===== src/rtl/hs_pkg.sv =====
package hs_pkg;

    typedef enum logic [1:0] {
        UPS_X1   = 2'd0,
        UPS_X2   = 2'd1,
        UPS_X4   = 2'd2,
        UPS_RSVD = 2'd3
    } ups_e;

    localparam int unsigned BLANK_MIN_DEF = 10;

    // per-slot decision passed from the region tracker to the accumulator
    typedef struct packed {
        logic live;     // slot belongs to an active pixel and config is sane
        logic last;     // final slot of the current pixel
        logic restart;  // first slot of a start-of-line pixel
    } slot_t;

    function automatic logic [1:0] ups_last_slot(input ups_e m);
        case (m)
            UPS_X2:  return 2'd1;
            UPS_X4:  return 2'd3;
            default: return 2'd0;
        endcase
    endfunction

endpackage


===== src/rtl/hs_cfg_check.sv =====
module hs_cfg_check
    import hs_pkg::*;
#(
    parameter int PIX_W     = 12,
    parameter int BLANK_MIN = 10
) (
    input  logic [PIX_W-1:0] offset,
    input  logic [PIX_W-1:0] active,
    input  logic [PIX_W-1:0] line_len,
    input  ups_e             ups,
    output logic             err,
    output logic [1:0]       last_sub
);
    localparam int SUM_W = PIX_W + 2;

    logic [SUM_W-1:0] need;

    always_comb begin
        need     = SUM_W'(offset) + SUM_W'(active) + SUM_W'(BLANK_MIN);
        err      = (need > SUM_W'(line_len)) || (ups == UPS_RSVD);
        last_sub = ups_last_slot(ups);
    end

endmodule


===== src/rtl/hs_region.sv =====
module hs_region
    import hs_pkg::*;
#(
    parameter int PIX_W = 12
) (
    input  logic             clk,
    input  logic             rst,
    input  logic             step,
    input  logic             in_sol,
    input  logic             err,
    input  logic [PIX_W-1:0] offset,
    input  logic [PIX_W-1:0] active,
    input  logic [1:0]       last_sub,
    output slot_t            slot,
    output logic             pix_done
);
    localparam int WIN_W = PIX_W + 1;

    logic [PIX_W-1:0] idx_q;
    logic [1:0]       sub_q;
    logic [PIX_W-1:0] idx_eff;
    logic [WIN_W-1:0] win_end;
    logic             in_win;

    always_comb begin
        slot.restart = in_sol && (sub_q == 2'd0);
        idx_eff      = slot.restart ? '0 : idx_q;
        win_end      = WIN_W'(offset) + WIN_W'(active);
        in_win       = (idx_eff >= offset) && (WIN_W'(idx_eff) < win_end);
        slot.live    = in_win && !err;
        slot.last    = (sub_q >= last_sub);
        pix_done     = slot.last || !slot.live;
    end

    always_ff @(posedge clk) begin
        if (rst) begin
            idx_q <= '0;
            sub_q <= '0;
        end else if (step) begin
            if (pix_done) begin
                idx_q <= (&idx_eff) ? idx_eff : idx_eff + 1'b1;
                sub_q <= '0;
            end else begin
                idx_q <= idx_eff;
                sub_q <= sub_q + 2'd1;
            end
        end
    end

endmodule


===== src/rtl/hs_phase_acc.sv =====
module hs_phase_acc
    import hs_pkg::*;
#(
    parameter int PHASE_W = 12
) (
    input  logic               clk,
    input  logic               rst,
    input  logic               step,
    input  slot_t              slot,
    input  logic [PHASE_W-1:0] inc,
    output logic               emit,
    output logic [PHASE_W-1:0] phase,
    output logic               sol
);
    logic [PHASE_W-1:0] acc_q;
    logic               pend_q;
    logic [PHASE_W-1:0] acc_eff;
    logic               pend_eff;
    logic [PHASE_W:0]   sum;
    logic               bypass;

    always_comb begin
        acc_eff  = slot.restart ? '0 : acc_q;
        pend_eff = slot.restart ? 1'b1 : pend_q;
        sum      = {1'b0, acc_eff} + {1'b0, inc};
        bypass   = (inc == '0);
        emit     = slot.live && (bypass || sum[PHASE_W]);
        phase    = bypass ? '0 : sum[PHASE_W-1:0];
        sol      = pend_eff;
    end

    always_ff @(posedge clk) begin
        if (rst) begin
            acc_q  <= '0;
            pend_q <= 1'b1;
        end else if (step) begin
            acc_q  <= slot.live ? sum[PHASE_W-1:0] : acc_eff;
            pend_q <= emit ? 1'b0 : pend_eff;
        end
    end

endmodule


===== src/rtl/hs_phase_sel.sv =====
module hs_phase_sel
    import hs_pkg::*;
#(
    parameter int PIX_W     = 12,
    parameter int DATA_W    = 24,
    parameter int PHASE_W   = 12,
    parameter int BLANK_MIN = BLANK_MIN_DEF
) (
    input  logic               clk,
    input  logic               rst,
    input  logic [PIX_W-1:0]   cfg_offset,
    input  logic [PIX_W-1:0]   cfg_active,
    input  logic [PIX_W-1:0]   cfg_line_len,
    input  logic [1:0]         cfg_ups,
    input  logic [PHASE_W-1:0] cfg_inc,
    input  logic               in_valid,
    output logic               in_ready,
    input  logic [DATA_W-1:0]  in_data,
    input  logic               in_sol,
    output logic               out_valid,
    input  logic               out_ready,
    output logic [DATA_W-1:0]  out_data,
    output logic [PHASE_W-1:0] out_phase,
    output logic               out_sol,
    output logic               cfg_err
);
    logic               err;
    logic [1:0]         last_sub;
    slot_t              slot;
    logic               pix_done;
    logic               room;
    logic               step;
    logic               emit;
    logic [PHASE_W-1:0] phase;
    logic               sol_flag;

    hs_cfg_check #(.PIX_W(PIX_W), .BLANK_MIN(BLANK_MIN)) u_cfg (
        .offset   (cfg_offset),
        .active   (cfg_active),
        .line_len (cfg_line_len),
        .ups      (ups_e'(cfg_ups)),
        .err      (err),
        .last_sub (last_sub)
    );

    hs_region #(.PIX_W(PIX_W)) u_region (
        .clk      (clk),
        .rst      (rst),
        .step     (step),
        .in_sol   (in_sol),
        .err      (err),
        .offset   (cfg_offset),
        .active   (cfg_active),
        .last_sub (last_sub),
        .slot     (slot),
        .pix_done (pix_done)
    );

    hs_phase_acc #(.PHASE_W(PHASE_W)) u_acc (
        .clk   (clk),
        .rst   (rst),
        .step  (step),
        .slot  (slot),
        .inc   (cfg_inc),
        .emit  (emit),
        .phase (phase),
        .sol   (sol_flag)
    );

    always_comb begin
        room     = !out_valid || out_ready;
        step     = in_valid && room;
        in_ready = room && pix_done;
        cfg_err  = err;
    end

    always_ff @(posedge clk) begin
        if (rst) begin
            out_valid <= 1'b0;
            out_data  <= '0;
            out_phase <= '0;
            out_sol   <= 1'b0;
        end else if (room) begin
            out_valid <= step && emit;
            if (step && emit) begin
                out_data  <= in_data;
                out_phase <= phase;
                out_sol   <= sol_flag;
            end
        end
    end

endmodule


===== config.mk =====
export PLATFORM = sky130hd
export DESIGN_NAME = hs_phase_sel
export DESIGN_NICKNAME = d
export VERILOG_FILES = /design/src/rtl/hs_pkg.sv /design/src/rtl/hs_cfg_check.sv /design/src/rtl/hs_region.sv /design/src/rtl/hs_phase_acc.sv /design/src/rtl/hs_phase_sel.sv
export SDC_FILE = /design/constraint.sdc
export NUM_CORES = 1
export LEC_CHECK = 0
export BUFFER_PORTS_ARGS = -buffer_cell sky130_fd_sc_hd__buf_2
export CORE_MARGIN = 1.5
export CORE_UTILIZATION = 45
export CTS_BUF_LIST = sky130_fd_sc_hd__clkbuf_4
export DETAILED_ROUTE_END_ITERATION = 12
export HOLD_SLACK_MARGIN = 0.1
export PLACE_DENSITY = 0.67
export RECOVER_POWER = 25
export SETUP_SLACK_MARGIN = 0.15
export SYNTH_ARGS = -nofsm -noshare
export SYNTH_HDL_FRONTEND = slang
export SYNTH_HIERARCHICAL = 1
export SYNTH_SLANG_ARGS = --single-unit

===== constraint.sdc =====
create_clock -name clk -period 15.6 [get_ports clk]
set_clock_uncertainty 0.2 [all_clocks]
set_input_delay 2.34 -clock clk [delete_from_list [all_inputs] [get_ports clk]]
set_output_delay 2.34 -clock clk [all_outputs]
set_load 0.02 [all_outputs]

# Yosys cells after proc, flatten, opt, wreduce, memory -nomap -nowiden
# Index checks and enable logic that the tools add are counted.
[word_totals]
register_bits = 65
out_inout_bits = 40
word_cells = 49
[op_classes]
n_addsub = 6
magnitude_cmp = 4
eq_ne = 3
mux = 10
reduce_logical = 18
[op_table]
columns = ["op", "count"]
rows = [
  ["2-to-1 mux 12 bit", 6],
  ["adder 12 x 12 -> 13 bit", 3],
  ["adder 14 x 4 -> 14 bit (second input constant)", 1],
  ["greater-than comparator 14 x 12 -> 1 bit", 1],
  ["less-than comparator 12 x 13 -> 1 bit", 1],
  ["adder 12 x 1 -> 12 bit (second input constant)", 1],
  ["greater-or-equal comparator 12 bit", 1],
  ["logical NOT 12 bit", 1],
  ["AND reduction 12 bit", 1],
  ["logical AND 1 bit", 7],
  ["equality test 2 bit (second input constant)", 2],
  ["logical OR 1 bit", 4],
  ["case mux 2 bit (2 select lines)", 1],
  ["logical NOT 1 bit", 3],
  ["adder 2 x 1 -> 2 bit (second input constant)", 1],
  ["equality test 2 x 1 -> 1 bit (second input constant)", 1],
  ["greater-or-equal comparator 2 bit", 1],
  ["logical NOT 2 bit", 1],
  ["2-to-1 mux 1 bit", 2],
  ["2-to-1 mux 2 bit", 1],
  ["AND reduction 2 bit", 1],
]

# Longest topological paths before layout
[logic_depth]
ltp_word = 9
mapped_depth = 24
mapped_depth_nobuf = 22

# Hierarchy
# The synthesis kept the hierarchy.
[by_module_without_submodules]
columns = ["mod", "n_inst", "cells_each", "area_each_um2", "seq_area_each_um2"]
rows = [
  ["hs_region", 1, 268, 2028.2, 280.3],
  ["hs_phase_sel", 1, 167, 1759.2, 760.7],
  ["hs_phase_acc", 1, 160, 1224.9, 260.2],
  ["hs_cfg_check", 1, 137, 1047.3, 0.0],
]

# Worst setup path after synthesis
# Ideal clock, no wire load.
[synth_timing]
path_type = "input to output"
from = "input port cfg_offset[1]"
to = "output port in_ready"
arrival_ps = 6314
path_slack_ps = 6746
cell_stages = 21
n_path_buf = 1
path_cell_list = "inv_1 > ha_1 > inv_1 > ha_1 > inv_1 > fa_1 > and2b_1 > o31ai_2 > a211oi_2 > nor4_1 > a311o_1 > ha_1 > and4_1 > a221oi_1 > a22oi_1 > nand4b_1 > a211oi_1 > o21a_4 > inv_1 > buf_2 > and2_2"
[synth_between]
elab_chain_cells = 9
word_cells_on_any_way = 13
classes_between = "add/sub: 3; order compare: 3; reduce/logical: 7"
[synth_lines]
columns = ["item", "line", "source"]
rows = [
  ["start: declaration", "hs_phase_sel.sv:11", "input logic [PIX_W-1:0] cfg_offset,"],
  ["adder 12 x 12 -> 13 bit", "hs_cfg_check.sv:19", "need = SUM_W'(offset) + SUM_W'(active) + SUM_W'(BLANK_MIN);"],
  ["adder 14 x 4 -> 14 bit", "hs_cfg_check.sv:19", ""],
  ["greater-than comparator 14 x 12 -> 1 bit", "hs_cfg_check.sv:20", "err = (need > SUM_W'(line_len)) || (ups == UPS_RSVD);"],
  ["logical OR 1 bit", "hs_cfg_check.sv:20", ""],
  ["via cfg_err", "hs_phase_sel.sv:25", "output logic cfg_err"],
  ["logical NOT 1 bit", "hs_region.sv:30", "slot.live = in_win && !err;"],
  ["logical AND 1 bit", "hs_region.sv:30", ""],
  ["logical NOT 1 bit", "hs_region.sv:32", "pix_done = slot.last || !slot.live;"],
  ["logical OR 1 bit", "hs_region.sv:32", ""],
  ["via pix_done", "hs_phase_sel.sv:30", "logic pix_done;"],
  ["logical AND 1 bit", "hs_phase_sel.sv:73", "in_ready = room && pix_done;"],
  ["end: declaration", "hs_phase_sel.sv:17", "output logic in_ready,"],
]
# The timed path passes the listed nets, and every way through them passes these cells.

# Worst setup path in the final report
[layout_timing]
from = "input port cfg_offset[1]"
to = "output port in_ready"
[layout_between]
elab_chain_cells = 9
word_cells_on_any_way = 13
classes_between = "add/sub: 3; order compare: 3; reduce/logical: 7"
[layout_lines]
columns = ["item", "line"]
rows = [
  ["adder 12 x 12 -> 13 bit", "hs_cfg_check.sv:19, hs_region.sv:28"],
  ["adder 14 x 4 -> 14 bit", "hs_cfg_check.sv:19"],
  ["greater-than comparator 14 x 12 -> 1 bit", "hs_cfg_check.sv:20"],
  ["logical OR 1 bit", "hs_cfg_check.sv:20"],
  ["logical NOT 1 bit", "hs_region.sv:30"],
  ["logical AND 1 bit (*)", "hs_region.sv:30"],
  ["logical NOT 1 bit (*)", "hs_region.sv:32"],
  ["logical OR 1 bit (*)", "hs_region.sv:32"],
  ["via pix_done", "hs_phase_sel.sv:30"],
  ["logical AND 1 bit (*)", "hs_phase_sel.sv:73"],
]
# The timed path passes the listed nets; every way through them passes the cells marked *.

==> summary.md <==
| Metric | Value |
|---|---|
| Initial antenna violation count | 0 |
| Vias after detailed routing | 5,403 |
| Critical Path End Type | output port |
| Post-synth EDFFs | 0 |
| First-pass GRT wire length | 23,300 µm |
| Slew headroom | 47.9% |
| WHS Path Cells | 2 |
| Setup tns final | 0 ps |
| Row count | 42 |
| Post-CTS sizing | 0 |
| Root Buffer | clkbuf_4 |
| Mean Syn Cell Area | 8.28 µm² |
| Core area | around 13,000 µm² |
| R2R Path Start | u_region/sub_q[0] |
| Reg2reg end | out_phase[5] |
| Grt ovf | 0 |
| Reg-to-reg slack, setup | about 11,000 ps |
| CP delay by family, top | compound AO/OA/AOI/OAI gates |
| Hold Vio Cnt, Final | 0 |
| WP depth | 22 |
| Reg clk slew, reported paths | 110 ps |
| Critical path type | input port to output port |
| Clock latency at the later pin of the worst-skew pair | between 400 and 500 ps |
| Leakage | about 0.0031 µW |
| Slew Limit Fails | 0 |
| R2r worst-path depth | 17 |
| Synthesized flop and latch total | 65 |
| Period Utilization, post-route | 59.5% |
| Fmax | 0.108 GHz |
| Critical Path AT | 6740 ps |
| IO Pins | around 120 |
| Tmin final | 9280 ps |
| Max-cap violations | 0 |
| Pin count of the biggest net entering global routing | 102 |
| Mapped cell area | slightly above 6000 µm² |
| Final setup fails | 0 |
| Seq/Total Area, Yosys | 21.5% |
| Most frequent cell on the critical path | inv_1 |
| Tot GR Track Use | between 15 and 20% |
| DP Area | 6730 µm² |
| DRC | 0 |
| Crit Path Max Fanout | 17 |
| CP Cell Sequence | buf_2 -> inv_1 -> ha_1 -> inv_1 -> ha_1 -> inv_1 -> fa_1 -> and2b_1 -> o31ai_2 -> a211oi_2 -> nor4_1 -> a311o_1 -> ha_1 -> and4_1 -> a221oi_1 -> a22oi_1 -> nand4b_1 -> a211oi_1 -> o21a_4 -> inv_1 -> and2_2 -> buf_2 |
| Clk sink count | 65 |
| Hold Buf Count CTS | 0 |
| Total iterations of the first detailed-routing run | 5 |
| Mapped Cells | 732 |
| Die height | 119 µm |
| Antenna viol nets, final | 0 |
| Number of global-route vias before repair | 4,977 |
| Pwr/cell area | 59.5 nW/µm² |
| CP max stage delay | 400 ps |
| Area delta synth->final | 12.9% |
| Setup Fix Bufs, Post-CTS | 0 |
| H-tree depth | 3 |
| Longest Clk Path Bufs | 2 |
| Crit start category | input port |
| Die Width | roughly 120 µm |
| Final wirelength | 13,800 µm |
| Top FF cell, synth | dfxtp_1 |
| Share of cells above drive strength 1 | 15.5% |
| Drt wl/cell | 13.6 µm |
| Detailed placement HPWL | between 10,000 and 15,000 µm |
| Diodes inserted | 0 |
| Synth cell types | 76 |
| Placer congestion estimate | ~0.82 |
| Final cell area excluding filler cells | roughly 7000 µm² |
| Drt initial violations | 293 |
| Vias per std cell | 5.29 |
| Post-synth ARST share | 0% |
| Hold Startpoint | u_acc/acc_q[9] |
| CP max-delay cell | fa_1 |
| IO buf count | 118 |
| Nets | 1,010 |
| Hold Path End | u_acc/acc_q[9] |
| Die area | 14,200 µm² |
| Hold Path Class | register to register |
| Synth warn | 6 |
| Max VDD drop | approximately 27 µV |
| Measured slew at the worst slew-check pin | 782 ps |
| Critical Path Source | cfg_offset[1] |
| Net Count, Synth | 902 |
| WP data required | 13,060 ps |
| Cts bufs inserted | 9 |
| Initial Utilization | around 46% |
| RSZ-0062 raised after global routing | false |
| CTS tree | built |
| Worst Path Buf+Inv | 6 |
| Status | finished, final reports clean |
[worst max path at each step]
stage,slack [ps],end
after floorplan,6750,in_ready
after global placement,6370,in_ready
after detailed placement,6340,in_ready
after CTS,6350,in_ready
after global routing,6000,in_ready
final,6320,in_ready
[cell type report]
cell class                      count  area [µm²]
Inverter                           59         226
Sequential cell                    65        1300
Clock inverter                      7        77.6
Timing Repair Buffer              120         573
Clock buffer                        9        67.6
Tap cell                          176         220
Multi-Input combinational cell    585        4380
Fill cell                        1331        6350
[metrics by stage]
| step | hold WS (ps) | power [µW] | std cells | utilization, % | setup WS (ps) |
|---|---|---|---|---|---|
| global route | 297 | 439 | 1021 | 51.9 | 6000 |
| floorplan | 217 | 258 | 732 | - | 6750 |
| CTS | 262 | 411 | 1021 | 52.1 | 6350 |
| global placement | 230 | 291 | 1005 | 51.0 | 6370 |
| detailed placement | 235 | 291 | 1005 | 51.0 | 6340 |
| finish | 259 | 407 | 1021 | 51.9 | 6320 |
[worst reg2reg max path: cells and delay by family (launching register included)]
kind            cells  cell delay [ps]
compound gates      6             1370
fa+ha+maj           2              510
buf+inv             3             1220
simple gates        5             1060
mux                 1              270
flops               1              350
[kinds of logic (layout without fill, tap and decap cells)]
logic type / after synthesis / after routing / synth area share [%]
compound gates: 158 / 158 / 17.9
mux: 38 / 38 / 6.28
xor+xnor: 18 / 18 / 2.60
fa+ha+maj: 91 / 91 / 19.2
buf+inv: 82 / 195 / 6.32
simple gates: 280 / 280 / 26.3
flops: 65 / 65 / 21.5
[registers in the layout, summed over array words and instances, names as in the netlist]
register / cells
u_acc/acc_q: 12
u_acc/pend_q: 1
out_valid: 1
out_data: 24
out_sol: 1
u_region/sub_q: 2
u_region/idx_q: 12
out_phase: 12
[power breakdown]
part           switching [µW]  internal (µW)
logic                    66.0           55.0
registers               0.512            166
clock network            69.3           50.2
total                     136            271
[cells in the final DEF (no fill, tap or decap), types with 6 or more instances in the layout]
master    count
a211oi_1      6
a21o_1       13
a21oi_1      45
a31oi_1       7
and2_1        9
and3_1        7
buf_2        92
clkbuf_1     26
clkbuf_4      9
dfxtp_1      65
ha_1         88
inv_1        57
mux2i_1      38
nand2_1      38
nand2b_1     84
nand3_1      15
nand4_1      16
nor2_1       46
nor2b_1      16
nor3_1        7
o21a_1       10
o21ai_0      21
o31ai_1       7
xnor2_1      10
xor2_1        8
[synth_stat cells, drive strengths merged (3+ instances only)]
cell / instances / area [µm²]
a21oi: 45 / 225
o211a: 4 / 40.0
dfxtp: 65 / 1300
and4: 4 / 40.0
and3b: 6 / 53.8
a31oi: 7 / 43.8
a22oi: 3 / 22.5
a21o: 13 / 97.6
a32oi: 4 / 35.0
nand4: 16 / 100
xor2: 8 / 70.1
o21ai: 25 / 125
o31ai: 8 / 65.1
buf: 8 / 100
nor2b: 18 / 128
and3: 7 / 43.8
nand3: 15 / 75.1
ha: 88 / 1100
mux2i: 38 / 380
clkbuf: 15 / 56.3
inv: 57 / 214
or3: 6 / 38.8
nand2: 41 / 161
o211ai: 3 / 22.5
nand2b: 85 / 539
fa: 3 / 60.1
xnor2: 10 / 87.6
a211oi: 7 / 57.6
o41ai: 3 / 26.3
o21a: 11 / 90.1
nor3: 7 / 35.0
and2: 13 / 83.8
nor4: 5 / 37.5
nor2: 47 / 179
o311ai: 3 / 26.3
[routing by layer]
layer  global-route usage [%]  share of wire (%)
met5                        0                  0
met4                     3.46               0.45
met3                     3.78                4.3
met2                     30.8                 43
met1                     28.1                 52
Power figures use the tool's default switching activity.
